[src/rtl/icm_pkg.sv]
package icm_pkg;
   typedef enum logic [2:0] {
      RK_CMD  = 3'd0,
      RK_EVT  = 3'd1,
      RK_TEST = 3'd2,
      RK_TX   = 3'd3,
      RK_RX   = 3'd4
   } ring_kind_e;

   localparam int FIXED_VEC_CMD  = 0;
   localparam int FIXED_VEC_EVT  = 1;
   localparam int FIXED_VEC_TEST = 2;
   localparam int PORT_VEC_BASE  = 4;
endpackage

[src/rtl/icm_vec_map.sv]
module icm_vec_map #(
   parameter icm_pkg::ring_kind_e RING_KIND = icm_pkg::RK_CMD,
   parameter int PORT      = 0,
   parameter int NUM_PORTS = 62,
   parameter int VEC_W     = 8
) (
   output logic [VEC_W-1:0] vec_o
);
   localparam int TOP_VEC = icm_pkg::PORT_VEC_BASE + 2*NUM_PORTS - 1;

   if (TOP_VEC >= (1 << VEC_W)) begin : g_bad_width
      $error("VEC_W too narrow for NUM_PORTS");
   end
   if (PORT < 0 || PORT >= NUM_PORTS) begin : g_bad_port
      $error("PORT out of range");
   end

   if (RING_KIND == icm_pkg::RK_TX) begin : g_tx
      // even vectors for transmit
      assign vec_o = VEC_W'(icm_pkg::PORT_VEC_BASE + 2*PORT);
   end else if (RING_KIND == icm_pkg::RK_RX) begin : g_rx
      // odd vectors for receive
      assign vec_o = VEC_W'(icm_pkg::PORT_VEC_BASE + 2*PORT + 1);
   end else if (RING_KIND == icm_pkg::RK_EVT) begin : g_evt
      assign vec_o = VEC_W'(icm_pkg::FIXED_VEC_EVT);
   end else if (RING_KIND == icm_pkg::RK_TEST) begin : g_test
      assign vec_o = VEC_W'(icm_pkg::FIXED_VEC_TEST);
   end else begin : g_cmd
      assign vec_o = VEC_W'(icm_pkg::FIXED_VEC_CMD);
   end
endmodule

[src/rtl/icm_credit_ctr.sv]
module icm_credit_ctr #(
   parameter int CNT_W = 17
) (
   input  logic             clk,
   input  logic             rst_n,
   input  logic             cmpl_i,
   input  logic             ret_wr_i,
   input  logic [CNT_W-1:0] ret_cnt_i,
   output logic [CNT_W-1:0] cnt_o,
   output logic             ret_zero_o,
   output logic             ret_over_o,
   output logic             err_o
);
   localparam logic [CNT_W-1:0] CNT_MAX = {CNT_W{1'b1}};

   if (CNT_W < 1) begin : g_bad_cnt
      $error("CNT_W must be at least 1");
   end

   logic [CNT_W-1:0] cnt_q, after_ret, cnt_d;
   logic             err_q;

   always_comb begin
      ret_over_o = ret_wr_i && (ret_cnt_i > cnt_q);
      if (!ret_wr_i)       after_ret = cnt_q;
      else if (ret_over_o) after_ret = '0;
      else                 after_ret = cnt_q - ret_cnt_i;
      ret_zero_o = ret_wr_i && (after_ret == '0);
      if (cmpl_i && after_ret != CNT_MAX) cnt_d = after_ret + 1'b1;
      else                                cnt_d = after_ret;
   end

   always_ff @(posedge clk) begin
      if (!rst_n) begin
         cnt_q <= '0;
         err_q <= 1'b0;
      end else begin
         cnt_q <= cnt_d;
         err_q <= ret_over_o;
      end
   end

   assign cnt_o = cnt_q;
   assign err_o = err_q;

   assert_sat_hold_R9: assert property (@(posedge clk) disable iff (!rst_n)
      (cnt_q == CNT_MAX && cmpl_i && !ret_wr_i) |=> (cnt_q == CNT_MAX));
   assert_over_clamps_R6: assert property (@(posedge clk) disable iff (!rst_n)
      (ret_wr_i && ret_cnt_i > cnt_q && !cmpl_i) |=> (cnt_q == '0 && err_q));
endmodule

[src/rtl/icm_mask_fsm.sv]
module icm_mask_fsm (
   input  logic clk,
   input  logic rst_n,
   input  logic cmpl_i,
   input  logic ret_wr_i,
   input  logic ret_zero_i,
   output logic masked_o,
   output logic irq_o
);
   logic masked_q, irq_q;
   logic eff_masked, fire_cmpl, fire_part, fire;

   always_comb begin
      // a return that empties the ring unmasks before a same-cycle completion
      eff_masked = masked_q && !(ret_wr_i && ret_zero_i);
      fire_cmpl  = cmpl_i && !eff_masked;
      fire_part  = masked_q && ret_wr_i && !ret_zero_i;
      fire       = fire_cmpl || fire_part;
   end

   always_ff @(posedge clk) begin
      if (!rst_n) begin
         masked_q <= 1'b0;
         irq_q    <= 1'b0;
      end else begin
         masked_q <= fire ? 1'b1 : eff_masked;
         irq_q    <= fire;
      end
   end

   assign masked_o = masked_q;
   assign irq_o    = irq_q;

   assert_irq_masks_R2: assert property (@(posedge clk) disable iff (!rst_n)
      irq_q |-> masked_q);
   assert_masked_cmpl_quiet_R3: assert property (@(posedge clk) disable iff (!rst_n)
      (masked_q && cmpl_i && !ret_wr_i) |=> !irq_q);
endmodule

[src/rtl/irq_credit_ctl.sv]
module irq_credit_ctl #(
   parameter int CNT_W     = 17,
   parameter int VEC_W     = 8,
   parameter int NUM_PORTS = 62,
   parameter icm_pkg::ring_kind_e RING_KIND = icm_pkg::RK_CMD,
   parameter int PORT      = 0
) (
   input  logic             clk,
   input  logic             rst_n,
   input  logic             cmpl_i,
   input  logic             ret_wr_i,
   input  logic [CNT_W-1:0] ret_cnt_i,
   output logic             irq_o,
   output logic [VEC_W-1:0] irq_vec_o,
   output logic             automask_o,
   output logic [CNT_W-1:0] credits_o,
   output logic             ret_err_o
);
   logic ret_zero, ret_over;

   icm_credit_ctr #(.CNT_W(CNT_W)) u_ctr (
      .clk(clk), .rst_n(rst_n), .cmpl_i(cmpl_i), .ret_wr_i(ret_wr_i),
      .ret_cnt_i(ret_cnt_i), .cnt_o(credits_o), .ret_zero_o(ret_zero),
      .ret_over_o(ret_over), .err_o(ret_err_o)
   );

   icm_mask_fsm u_fsm (
      .clk(clk), .rst_n(rst_n), .cmpl_i(cmpl_i), .ret_wr_i(ret_wr_i),
      .ret_zero_i(ret_zero), .masked_o(automask_o), .irq_o(irq_o)
   );

   icm_vec_map #(.RING_KIND(RING_KIND), .PORT(PORT), .NUM_PORTS(NUM_PORTS),
                 .VEC_W(VEC_W)) u_vec (.vec_o(irq_vec_o));

   assert_unmasked_empty_R4: assert property (@(posedge clk) disable iff (!rst_n)
      !automask_o |-> (credits_o == '0));
   assert_err_no_irq_R6: assert property (@(posedge clk) disable iff (!rst_n)
      (ret_over && !cmpl_i) |=> (!irq_o && !automask_o));
   assert_vec_const_R7: assert property (@(posedge clk) disable iff (!rst_n)
      $stable(irq_vec_o));
endmodule

[config.mk]
export PLATFORM = sky130hd
export DESIGN_NAME = irq_credit_ctl
export DESIGN_NICKNAME = d
export VERILOG_FILES = /design/src/rtl/icm_pkg.sv /design/src/rtl/icm_vec_map.sv /design/src/rtl/icm_credit_ctr.sv /design/src/rtl/icm_mask_fsm.sv /design/src/rtl/irq_credit_ctl.sv
export SDC_FILE = /design/constraint.sdc
export NUM_CORES = 1
export LEC_CHECK = 0
export BUFFER_PORTS_ARGS = -buffer_cell sky130_fd_sc_hd__buf_2
export CORE_MARGIN = 2
export CORE_UTILIZATION = 48
export DETAILED_ROUTE_END_ITERATION = 10
export HOLD_SLACK_MARGIN = 0.08
export PLACE_DENSITY = 0.71
export SETUP_SLACK_MARGIN = 0.2
export SLEW_MARGIN = 0
export SYNTH_ARGS = -nofsm -noshare
export SYNTH_HDL_FRONTEND = slang
export SYNTH_SLANG_ARGS = --single-unit
[constraint.sdc]
create_clock -name clk -period 6.7 [get_ports clk]
set_input_delay 0.335 -clock clk [delete_from_list [all_inputs] [get_ports clk]]
set_output_delay 0.335 -clock clk [all_outputs]
set_load 0.005 [all_outputs]
After elaboration in Yosys (flattened, before gate mapping)
Index checks and enable logic that the tools add are counted.
{ "totals": {"ramBits": 0, "reg_bits": 20, "latchBits": 0, "out_inout_bits": 28, "elab_cells": 25, "memories": 0, "mem_bits_ro": 0, "in_bits": 21} }
{ "op_classes": {"mul": 0, "n_eq_ne": 1, "order_cmp": 1, "n_shift": 0, "addsub": 2, "n_reduce_logical": 13, "n_div": 0, "muxes": 4, "bitwise": 0} }
{ "ops": {"columns": ["operator", "count"], "rows": [
  ["17-bit two-way mux", 3],
  ["17-bit by 1-bit adder with 17-bit output, second input constant", 1],
  ["17-bit > comparator", 1],
  ["17-bit logical NOT", 1],
  ["17-bit != test, second input constant", 1],
  ["17-bit subtractor", 1],
  ["1-bit logical AND", 8],
  ["1-bit logical NOT", 3],
  ["1-bit logical OR", 1],
  ["1-bit two-way mux", 1]
]} }

Depth between registers and ports, before layout
Gate-level depths: netlist of run 1.
{ "logic_depth": {"ltp_word": 13, "depth_mapped": 24, "ltp_nobuf": 21} }

By module
A second synthesis of run 1 with hierarchy kept.
{ "unflattened": {"cells_unflattened": 310, "area_unflattened_um2": 2358.5} }
{ "modules_own_cells": {"columns": ["mod", "area_each_um2", "n_inst", "cells_per_inst", "seq_area_each_um2"], "rows": [
  ["icm_credit_ctr", 2218.4, 1, 293, 360.3],
  ["icm_mask_fsm", 76.3, 1, 8, 40.0],
  ["icm_vec_map", 63.8, 1, 9, 0.0]
]} }

Worst setup path after synthesis of run 1
No wires, ideal clock.
{ "synth_timing": {"path_kind": "input to register", "startpoint": "in ret_cnt_i[7]", "endpoint": "reg u_ctr.cnt_q[6] (netlist: u_ctr.cnt_o[6])", "n_path_buf": 1, "required_time_ns": 6.586, "t_arrival_ns": 4.157, "setup_slack_ns": 2.429, "path_stages": 21, "setup_ns": 0.114, "path_cell_list": "inv_1 -> ha_1 -> nand2_2 -> or4b_4 -> o211a_4 -> nand2b_4 -> a221o_1 -> o31ai_4 -> and2_1 -> nand4b_1 -> nor4_1 -> ha_1 -> nand2b_1 -> clkbuf_1 -> or2_2 -> inv_1 -> and2_1 -> a31oi_1 -> nor2_1 -> xor2_1 -> nor2_1"} }
{ "synth_between": {"elab_chain_cells": 7, "word_cells_on_any_way": 9, "classes_between": "add/sub (2); order compare (1); eq/ne (1); mux (3); reduce/logical (2)"} }
{ "synth_rtl": {"columns": ["element", "line_no", "rtl"], "rows": [
  ["start, declared", "irq_credit_ctl.sv:12", "input logic [CNT_W-1:0] ret_cnt_i,"],
  ["17-bit > comparator", "icm_credit_ctr.sv:24", "ret_over_o = ret_wr_i && (ret_cnt_i > cnt_q);"],
  ["1-bit logical AND", "icm_credit_ctr.sv:24", null],
  ["17-bit two-way mux *", "icm_credit_ctr.sv:26", "else if (ret_over_o) after_ret = '0;"],
  ["17-bit two-way mux *", "icm_credit_ctr.sv:25", "if (!ret_wr_i) after_ret = cnt_q;"],
  ["branches (longest 2 deep; another with 17-bit by 1-bit adder with 17-bit output)", null, null],
  ["17-bit two-way mux *", "icm_credit_ctr.sv:29", "if (cmpl_i && after_ret != CNT_MAX) cnt_d = after_ret + 1'b1;"],
  ["end signal, assigned", "icm_credit_ctr.sv:38", "cnt_q <= cnt_d;"],
  ["end, declared", "icm_credit_ctr.sv:20", "logic [CNT_W-1:0] cnt_q, after_ret, cnt_d;"]
]} }
Every way passes the cells marked *.
A chain may end at the register's enable or synchronous reset.

Worst setup path after layout of run 1
{ "layout_timing": {"startpoint": "reg u_ctr.cnt_q[6] (netlist: u_ctr.cnt_o[6])", "endpoint": "reg u_ctr.cnt_q[6] (netlist: u_ctr.cnt_o[6])"} }
{ "layout_between": {"elab_chain_cells": 7, "word_cells_on_any_way": 9, "classes_between": "add/sub (2); order compare (1); eq/ne (1); mux (3); reduce/logical (2)"} }
{ "layout_rtl": {"columns": ["element", "line_no"], "rows": [
  ["17-bit > comparator", "icm_credit_ctr.sv:24"],
  ["1-bit logical AND", "icm_credit_ctr.sv:24"],
  ["17-bit two-way mux", "icm_credit_ctr.sv:26"],
  ["17-bit two-way mux *", "icm_credit_ctr.sv:25"],
  ["branches (longest 2 deep; another with 17-bit by 1-bit adder with 17-bit output)", null],
  ["17-bit two-way mux *", "icm_credit_ctr.sv:29"]
]} }
Marks and branches as above.

==> results.ini, run 1 <==
[placed_design]
place_congestion = 0.8239
io_buffers = 40
place_hpwl_um = 4714

[finish]
fin_nets = 403
area_delta_synth_final_pct = 11.73
final_core_util_pct = 56.26
antennaDiodeCount = 0
drive_gt1_share_pct = 16.94

[logic_synthesis]
synth_edf_count = 0
yosys.cell_count.top_type = nor2_1
ys_seq_area_share_pct = 16.61
synth_area_um2 = 2410
ys.flop_type = dfxtp_1
syn_area_per_cell_um2 = 7.369
synth_top_area_share_pct = 16.61
netlist-cell-type-count = 66
synth_area_leaders = dfxtp_1 (17%), ha_1 (10%), a21oi_1 (5.2%), nor2_1 (5.0%), inv_1 (4.2%)
synth_common_cells = nor2_1 (32), inv_1 (27), a21oi_1 (25), nand2_1 (22)
synth_top_area_cell = dfxtp_1
ys_seq_elements = 20
yosysWarnings = 0
synth_cells = 327
async_flop_share_pct = 0

[clock_network]
cts.htree.levels = 1
clkSinkCount = 20
clockBufferDepth = 2
clockRootBuffer = clkbuf_8
clkTransAtPathRegs_ns = 0.08
cts_made_buffers = 3
clk_latency_ns = 0.26
postCtsSetupBuffers = 0
ctsResizeCount = 0
cts_tree = built
holdBufCountCts = 0

[min_path]
hp-class = input port to flop
min_from = rst_n

[sta]
rsz0062_at_grt = false
whs_ns = 0.3621
finalHoldViolCount = 0
finalClockSkew_ns = 0.004002
post-route-period-util_pct = 70.07
fin_setup_tns_ns = 0
min_period_ns = 4.695
drv_slew = 0
worst_slew_pin_slew_ns = 0.7291
slew_headroom_pct = 50.73
max_clock_freq_mhz = 213.0
setup_violations = 0

[power]
powerDensity_nw_per_um2 = 161.9
leakage_nw = 1.294
pwr-share-clk_pct = 28.2
internal-power_uw = 278.8
power_frac_comb_pct = 40.9
peakVddDrop_uv = 89.57
power_uw = 435.8
switching_share_pct = 36.03
power.net_switching_uw = 157.0
p_seq_share_pct = 30.9

[floorplan]
rows = 25
boundaryPins = 49
coreArea_um2 = 4786
die_x_um = 74.86
die_h_um = 74.86
die-area_um2 = 5603
start_util_pct = 50.35

[detailed_routing]
wirelength_um = 5972
final_antenna_net_count = 0
viasPerCell = 5.785
firstDrtPassIters = 4
vias = 2470
route.detailed.drc = 0
post_drt_wl_per_cell_um = 13.99
drtIter0Drc = 104

[worst_setup_path]
arrival_ns = 4.85
critPathMaxFanout = 7
critPathKind = flop to flop
required_ns = 6.86
cp-end-kind = flop
startpoint = u_ctr.cnt_o[6]
start_kind = flop
reg2reg_from = u_ctr.cnt_o[6]

[global_route]
grt_pass1_vias = 2165
grt_usage_pct = 21.77
overflow = 0
grt_pass1_wl_um = 9722
grt_max_degree = 21
antenna_found_initial = 0

[flow_run]
cap_violations = 0

[outcome]
status = finished clean

==> cell families (layout without fill, tap and decap cells) <==
| logic type | count (synthesis) | in the layout | share of synthesized area, % |
|---|---|---|---|
| AO/OA/AOI/OAI | 84 | 84 | 25.18 |
| XOR/XNOR | 16 | 16 | 5.815 |
| adder cells (fa/ha/maj) | 21 | 21 | 11.21 |
| buffers and inverters | 46 | 72 | 8.463 |
| flip-flops | 20 | 20 | 16.61 |
| multiplexers | 5 | 5 | 2.181 |
| other | 1 | 8 | 0.1556 |
| AND/OR/NAND/NOR | 134 | 134 | 30.37 |
==> final cells by class <==
class	count	area (µm²)
repair buffers	40	200.2
clock buffers	3	41.29
well taps	67	83.83
clock inverters	1	30.03
inverters	28	105.1
multi-input cells	268	1832
flip-flops and latches	20	400.4
fillers	484	2093
==> layout by cell type, fill, tap and decap left out, types with 4 or more instances in the layout <==
cell type,count
nor2_1,32
nand2b_1,5
conb_1,8
a21oi_1,25
a31oi_1,7
ha_1,20
buf_2,40
or4_1,4
nand3_1,8
o21ai_0,8
a21o_1,8
nor2b_1,5
o211ai_1,4
xor2_1,10
xnor2_1,6
nor4_1,6
and2_1,8
dfxtp_1,20
inv_1,27
nor3_1,16
nand2_1,22
and3_1,7
==> critical path, cell delays in order, from the launching register on <==
cell and delay, ns:
dfxtp_1 0.41, ha_1 0.31, a21o_1 0.22, or3_4 0.41, o21ai_1 0.12, nor4bb_1 0.60
nand4_1 0.27, a211oi_4 0.36, nand4b_1 0.15, nor4_1 0.28, ha_1 0.18, nand2b_1 0.24
or2_2 0.17, inv_1 0.05, and2_1 0.16, a31oi_1 0.34, nor2_1 0.11, xor2_1 0.15
nor2_1 0.05
==> layer usage <==
metal  vias up  part of all wire (%)  GRT usage, %
li1       1230                     -             -
met1      1149                    46         29.67
met2        79                    47         36.65
met3        12                   5.3         1.874
met4         0                   1.8         6.349
met5         -                     0             0
==> worst paths after layout <==
| check | endpoint | slack, ns | cells past startpoint |
|---|---|---|---|
| max | u_ctr.cnt_o[6] | 2.01 | 18 |
| min | u_ctr.cnt_o[2] | 0.36 | 3 |
| max reg2reg | u_ctr.cnt_o[6] | 2.01 | 18 |
| min reg2reg | u_fsm.irq_o | 0.45 | 1 |
==> registers in the layout, summed over array words and instances (netlist names) <==
name            cells
u_fsm.masked_o      1
u_ctr.err_o         1
u_ctr.cnt_o        17
u_fsm.irq_o         1
==> power groups by stage <==
stage | Clock, mW | Sequential (mW) | Combinational [mW]
after CTS | 0.123 | 0.135 | 0.177
final | 0.123 | 0.135 | 0.178
after floorplan | 0 | 0.137 | 0.137
after global placement | 0 | 0.137 | 0.173
after detailed placement | 0 | 0.137 | 0.176
after global routing | 0.129 | 0.136 | 0.200
==> per-stage QoR <==
step,instances,instance area (µm²),setup slack (ns)
finish,427,2693,2.005
global placement,423,2621,2.117
detailed placement,423,2621,1.956
floorplan,334,2436,2.429
CTS,427,2693,2.026
global route,427,2693,1.543
Power figures use the tool's default switching activity.
==> run 2, diff against run 1 <==
Clock period 6.7 ns to 4.47 ns, I/O delays scaled along.
==> results.ini, run 2 (synthesis results as in run 1) <==
[worst_setup_path]
cp-end-kind = flop
start_kind = flop
critPathMaxFanout = 5  ; -2
arrival_ns = 4.34  ; -0.51 ns
critPathKind = flop to flop
required_ns = 4.62  ; -2.24 ns
r2r_slack_ns = 0.28  ; -1.72 ns
ff2ff_path_depth = 19  ; +1

[clock_network]
cts_tree = built
clockBufferDepth = 2  ; unchanged
cts.htree.levels = 1  ; unchanged
clockRootBuffer = clkbuf_8
clk_latency_ns = 0.27  ; about the same
cts_made_buffers = 3  ; unchanged
clkTransAtPathRegs_ns = 0.09  ; about the same
clkSinkCount = 20  ; unchanged
holdBufCountCts = 0  ; unchanged

[finish]
fin_nets = 429  ; +6.5%
antennaDiodeCount = 0  ; unchanged
drive_gt1_share_pct = 34.20  ; +17 points
final_common_cell = buf_2
final_cell_mix = buf_2 (40), nor2_1 (30), inv_1 (26), a21oi_1 (24), buf_4 (24)
area_delta_synth_final_pct = 33.13
largest_register_ffs = 17  ; unchanged

[sta]
fin_setup_tns_ns = 0  ; unchanged
drv_slew = 0  ; unchanged
setup_violations = 0  ; unchanged
max_clock_freq_mhz = 238.9  ; +12%
finalHoldViolCount = 0  ; unchanged
slew_headroom_pct = 59.34  ; +8.6 points
min_period_ns = 4.187  ; -0.5080 ns
post-route-period-util_pct = 93.66  ; +24 points
finalClockSkew_ns = 0.002116  ; -0.001886 ns
rsz0062_at_grt = true
worst_slew_pin_slew_ns = 0.6056  ; -0.1235 ns

[floorplan]
die_x_um = 74.86  ; unchanged
start_util_pct = 50.35  ; unchanged
coreArea_um2 = 4786  ; unchanged
die-area_um2 = 5603  ; unchanged
die_h_um = 74.86  ; unchanged
rows = 25  ; unchanged
boundaryPins = 49  ; unchanged

[global_route]
grt_max_degree = 21  ; unchanged
grt_pass1_vias = 2307  ; +6.6%
overflow = 0  ; unchanged
grt_pass1_wl_um = 9963  ; +2.5%
antenna_found_initial = 0  ; unchanged
grt_usage_pct = 22.47  ; +0.70 points

[flow_run]
cap_violations = 0  ; unchanged

[min_path]
hp-class = input port to flop
hold_depth = 3  ; unchanged

[detailed_routing]
wl_met2_um = 3155  ; +12%
final_antenna_net_count = 0  ; unchanged
met1Wirelength_um = 3160  ; +15%
wirelength_um = 6614  ; +11%
highest-signal-layer = met4
post_drt_wl_per_cell_um = 14.60  ; +4.4%
viasPerCell = 5.636  ; -2.6%
drtIter0Drc = 112  ; +7.7%
vias = 2553  ; +3.4%
wl_met3_um = 205  ; -35%
route.detailed.drc = 0  ; unchanged
firstDrtPassIters = 4  ; unchanged

[placed_design]
io_buffers = 40  ; unchanged
place_congestion = 0.8390  ; +1.8%
place_hpwl_um = 4891  ; +3.7%

[outcome]
status = finished clean

[power]
peakVddDrop_uv = 151.2  ; +69%
powerDensity_nw_per_um2 = 230.0  ; +42%
leakage_nw = 1.451  ; +12%
power_uw = 737.8  ; +69%

[run 2: cell count changes in the layout (fill, tap and decap cells not counted), moves of 4 or more]
cell    change
ha_1       -15
ha_2        +4
nor4_1      -4
buf_4      +24
ha_4       +11
[run 2: repair_timing]
action,4_1_cts,5_1_grt
endpoints found under the setup margin,7,15
pin swaps,2,22
cloned,0,0
setup buffers,1,10
resized for setup,6,56
endpoints found under the hold margin,0,0
[run 2: area by class of cell]
cell class	count	area, µm²
multi-input cells	268	2137
fillers	423	1578
flip-flops and latches	20	405.4
repair buffers	66	402.9
inverters	28	107.6
well taps	67	83.83
clock buffers	3	41.29
clock inverters	1	30.03
[run 2: layer usage]
metal	global-route usage, %	up-vias
li1	-	1283
met1	29.80	1205
met2	38.89	57
met3	2.544	8
met4	5.556	0
met5	0	-
[run 2: worst paths after layout]
path / from / end
worst max-delay path: u_ctr.cnt_o[7] / u_ctr.cnt_o[12]
worst min-delay path: rst_n / u_ctr.cnt_o[2]
worst max register to register: u_ctr.cnt_o[7] / u_ctr.cnt_o[12]
worst min register to register: u_fsm.masked_o / u_fsm.irq_o
[run 2: critical path, cell delays in order, from the launching register on]
cell,delay [ns]
dfxtp_4,0.37
ha_4,0.26
nand2_4,0.07
or4b_4,0.48
o211a_4,0.30
nand2b_4,0.14
a221o_1,0.33
o31ai_4,0.32
and2_4,0.19
nand4b_1,0.11
nor4_2,0.31
ha_2,0.21
nand2b_4,0.12
or2_4,0.13
inv_4,0.04
and2_4,0.16
a31o_4,0.23
nand3_2,0.07
xor2_1,0.16
nor2_1,0.05
[run 2: metrics by stage]
step	util [%]	instance area, µm²	instances	hold slack, ns	worst slack (ns)
floorplan	-	2436	334	0.3396	0.2519
global placement	57.12	2734	438	0.4341	0.1162
detailed placement	57.12	2734	438	0.4493	0.02769
CTS	59.27	2836	443	0.2377	0.2059
global route	67.03	3208	453	0.2688	0.06522
finish	67.03	3208	453	0.2356	0.2833
[run 2: report_power, final]
group          internal, mW  switching, mW  leakage (nW)  total (mW)
logic                 0.159          0.184          1.25       0.342
clock network         0.120         0.0716        0.0357       0.191
registers             0.190         0.0135         0.165       0.204
==> run 3, diff against run 2 <==
Settings changed: CORE_ASPECT_RATIO set to 2.
==> results.ini, run 3 (synthesis results as in run 1) <==
[worst_setup_path]
r2r_end = u_ctr.cnt_o[8]
crit_buf_inv = 3  ; +2
cp-end-kind = flop
critPathMaxFanout = 3  ; -2
ff2ff_path_depth = 21  ; +2
start_kind = flop
cp_slowest_cell = or4b_4
reg2reg_from = u_ctr.cnt_o[7]
required_ns = 4.61  ; about the same
crit_chain = ha_4 > nand2_2 > or4b_4 > o211a_4 > buf_12 > nand2b_4 > a221o_1 > o31ai_4 > and2_4 > nand4b_1 > nor4_2 > ha_2 > nand2b_4 > or2_4 > inv_4 > and2_4 > a31oi_4 > buf_6 > nor2_2 > xor2_1 > nor2_1
arrival_ns = 4.39  ; +0.05 ns
r2r_slack_ns = 0.22  ; -0.06 ns
crit_family = simple AND/OR/NAND/NOR gates
critPathKind = flop to flop
slowest_delay_ns = 0.49  ; about the same

[detailed_routing]
wirelength_um = 7717  ; +17%
route.detailed.drc = 0  ; unchanged
post_drt_wl_per_cell_um = 16.52  ; +13%
vias = 2736  ; +7.2%
firstDrtPassIters = 4  ; unchanged
final_antenna_net_count = 0  ; unchanged
drtIter0Drc = 94  ; -16%
viasPerCell = 5.859  ; +4.0%

[floorplan]
rows = 36  ; +44%
start_util_pct = 49.54  ; -0.82 points
boundaryPins = 49  ; unchanged
die_x_um = 54.10  ; -28%
coreArea_um2 = 4865  ; +1.6%
die-area_um2 = 5637  ; +0.61%
die_h_um = 104.2  ; +39%

[min_path]
whs_endpoint = u_ctr.cnt_o[2]
hold_depth = 3  ; unchanged
min_from = rst_n
hp-class = input port to flop

[finish]
final_cell_mix = buf_4 (44), buf_2 (40), nor2_1 (28), inv_1 (25), a21oi_1 (22)
area_delta_synth_final_pct = 40.39
n_fill_cell = 394  ; -6.9%
antennaDiodeCount = 0  ; unchanged
final_common_cell = buf_4
drive_gt1_share_pct = 39.76  ; +5.6 points
fin_nets = 453  ; +5.6%
ff_latch_area_um2 = 412.9  ; +1.9%
largest_register_ffs = 17  ; unchanged
multiInputGateArea_um2 = 2113  ; -1.1%

[placed_design]
io_buffers = 40  ; unchanged
place_congestion = 0.8739  ; +4.2%
place_hpwl_um = 5520  ; +13%
dp_slack_ns = -0.1506  ; -0.1782 ns

[sta]
finalClockSkew_ns = 0.003766  ; +0.001650 ns
finalHoldViolCount = 0  ; unchanged
slew_headroom_pct = 56.93  ; -2.4 points
setup_violations = 0  ; unchanged
min_period_ns = 4.249  ; +0.06217 ns
setup_ws_ns = 0.2211  ; -0.06217 ns
rsz0062_at_grt = true
fin_setup_tns_ns = 0  ; unchanged
post-route-period-util_pct = 95.05  ; +1.4 points
drv_slew = 0  ; unchanged
worst_slew_pin_slew_ns = 0.6415  ; +0.03593 ns
max_clock_freq_mhz = 235.4  ; -1.5%

[flow_run]
cap_violations = 0  ; unchanged

[global_route]
grt_pass1_vias = 2514  ; +9.0%
antenna_found_initial = 0  ; unchanged
grt_usage_pct = 25.24  ; +2.8 points
grt_pass1_wl_um = 11090  ; +11%
overflow = 0  ; unchanged
grt_max_degree = 21  ; unchanged

[clock_network]
clkTransAtPathRegs_ns = 0.08  ; about the same
clockBufferDepth = 2  ; unchanged
holdBufCountCts = 0  ; unchanged
clk_latency_ns = 0.26  ; about the same
cts_tree = built
cts_made_buffers = 3  ; unchanged
clockRootBuffer = clkbuf_8
cts.htree.levels = 1  ; unchanged
clkSinkCount = 20  ; unchanged

[power]
leakage_nw = 1.561  ; +7.6%
peakVddDrop_uv = 276.0  ; +83%
powerDensity_nw_per_um2 = 226.6  ; -1.5%

[outcome]
status = finished clean

==> run 3: routing by layer <==
| layer | share of wire (%) | global-route usage [%] | vias up |
|---|---|---|---|
| met2 | 57 | 47.21 | 88 |
| li1 | - | - | 1335 |
| met3 | 3.7 | 1.006 | 19 |
| met5 | 0 | 0 | - |
| met1 | 36 | 27.98 | 1294 |
| met4 | 3.2 | 8.929 | 0 |
==> run 3: how the worst max path moves through the flow <==
stage | start | to | slack (ns) | cells past startpoint
after floorplan | u_ctr.cnt_o[7] | u_ctr.cnt_o[6] | 0.25 | 20
after global placement | u_ctr.cnt_o[6] | u_fsm.irq_o | -0.07 | 15
after detailed placement | u_ctr.cnt_o[6] | u_fsm.irq_o | -0.15 | 15
after CTS | u_ctr.cnt_o[0] | u_ctr.cnt_o[11] | 0.20 | 24
after global routing | u_ctr.cnt_o[9] | u_ctr.cnt_o[12] | -0.02 | 20
final | u_ctr.cnt_o[7] | u_ctr.cnt_o[8] | 0.22 | 21
==> run 3: stage by stage <==
step	instance area, µm²	cells	hold WS (ns)	total power, mW	util, %
global route	3383	467	0.2700	0.8099	69.55
detailed placement	2839	442	0.4488	0.4998	58.36
floorplan	2436	334	0.3396	0.4096	-
finish	3383	467	0.2615	0.7666	69.55
CTS	2957	450	0.2581	0.6936	60.78
global placement	2839	442	0.4406	0.4959	58.36
==> run 3: final cells by class <==
cell class,count,share of cell area (%)
clock buffers,3,1.220
repair buffers,90,17.94
clock inverters,1,0.8876
flip-flops and latches,20,12.20
inverters,28,3.180
multi-input cells,268,62.46
well taps,57,2.108
==> run 3: repair_timing <==
action                                  4_1_cts  5_1_grt
pin swaps                                     1       25
gates resized for setup                       5       65
setup buffers                                 4       17
endpoints found under the setup margin       10       15
==> run 3: power breakdown <==
group	switching (mW)	total, mW	leakage, nW	internal (mW)
sequential	0.0105	0.201	0.167	0.191
combinational	0.203	0.378	1.36	0.175
clock	0.0678	0.187	0.0357	0.120
total	0.281	0.767	1.56	0.485
==> run 3: worst min-delay path: stages <==
cell	delay (ns)
buf_2	0.15
nand2_1	0.07
a21oi_1	0.04
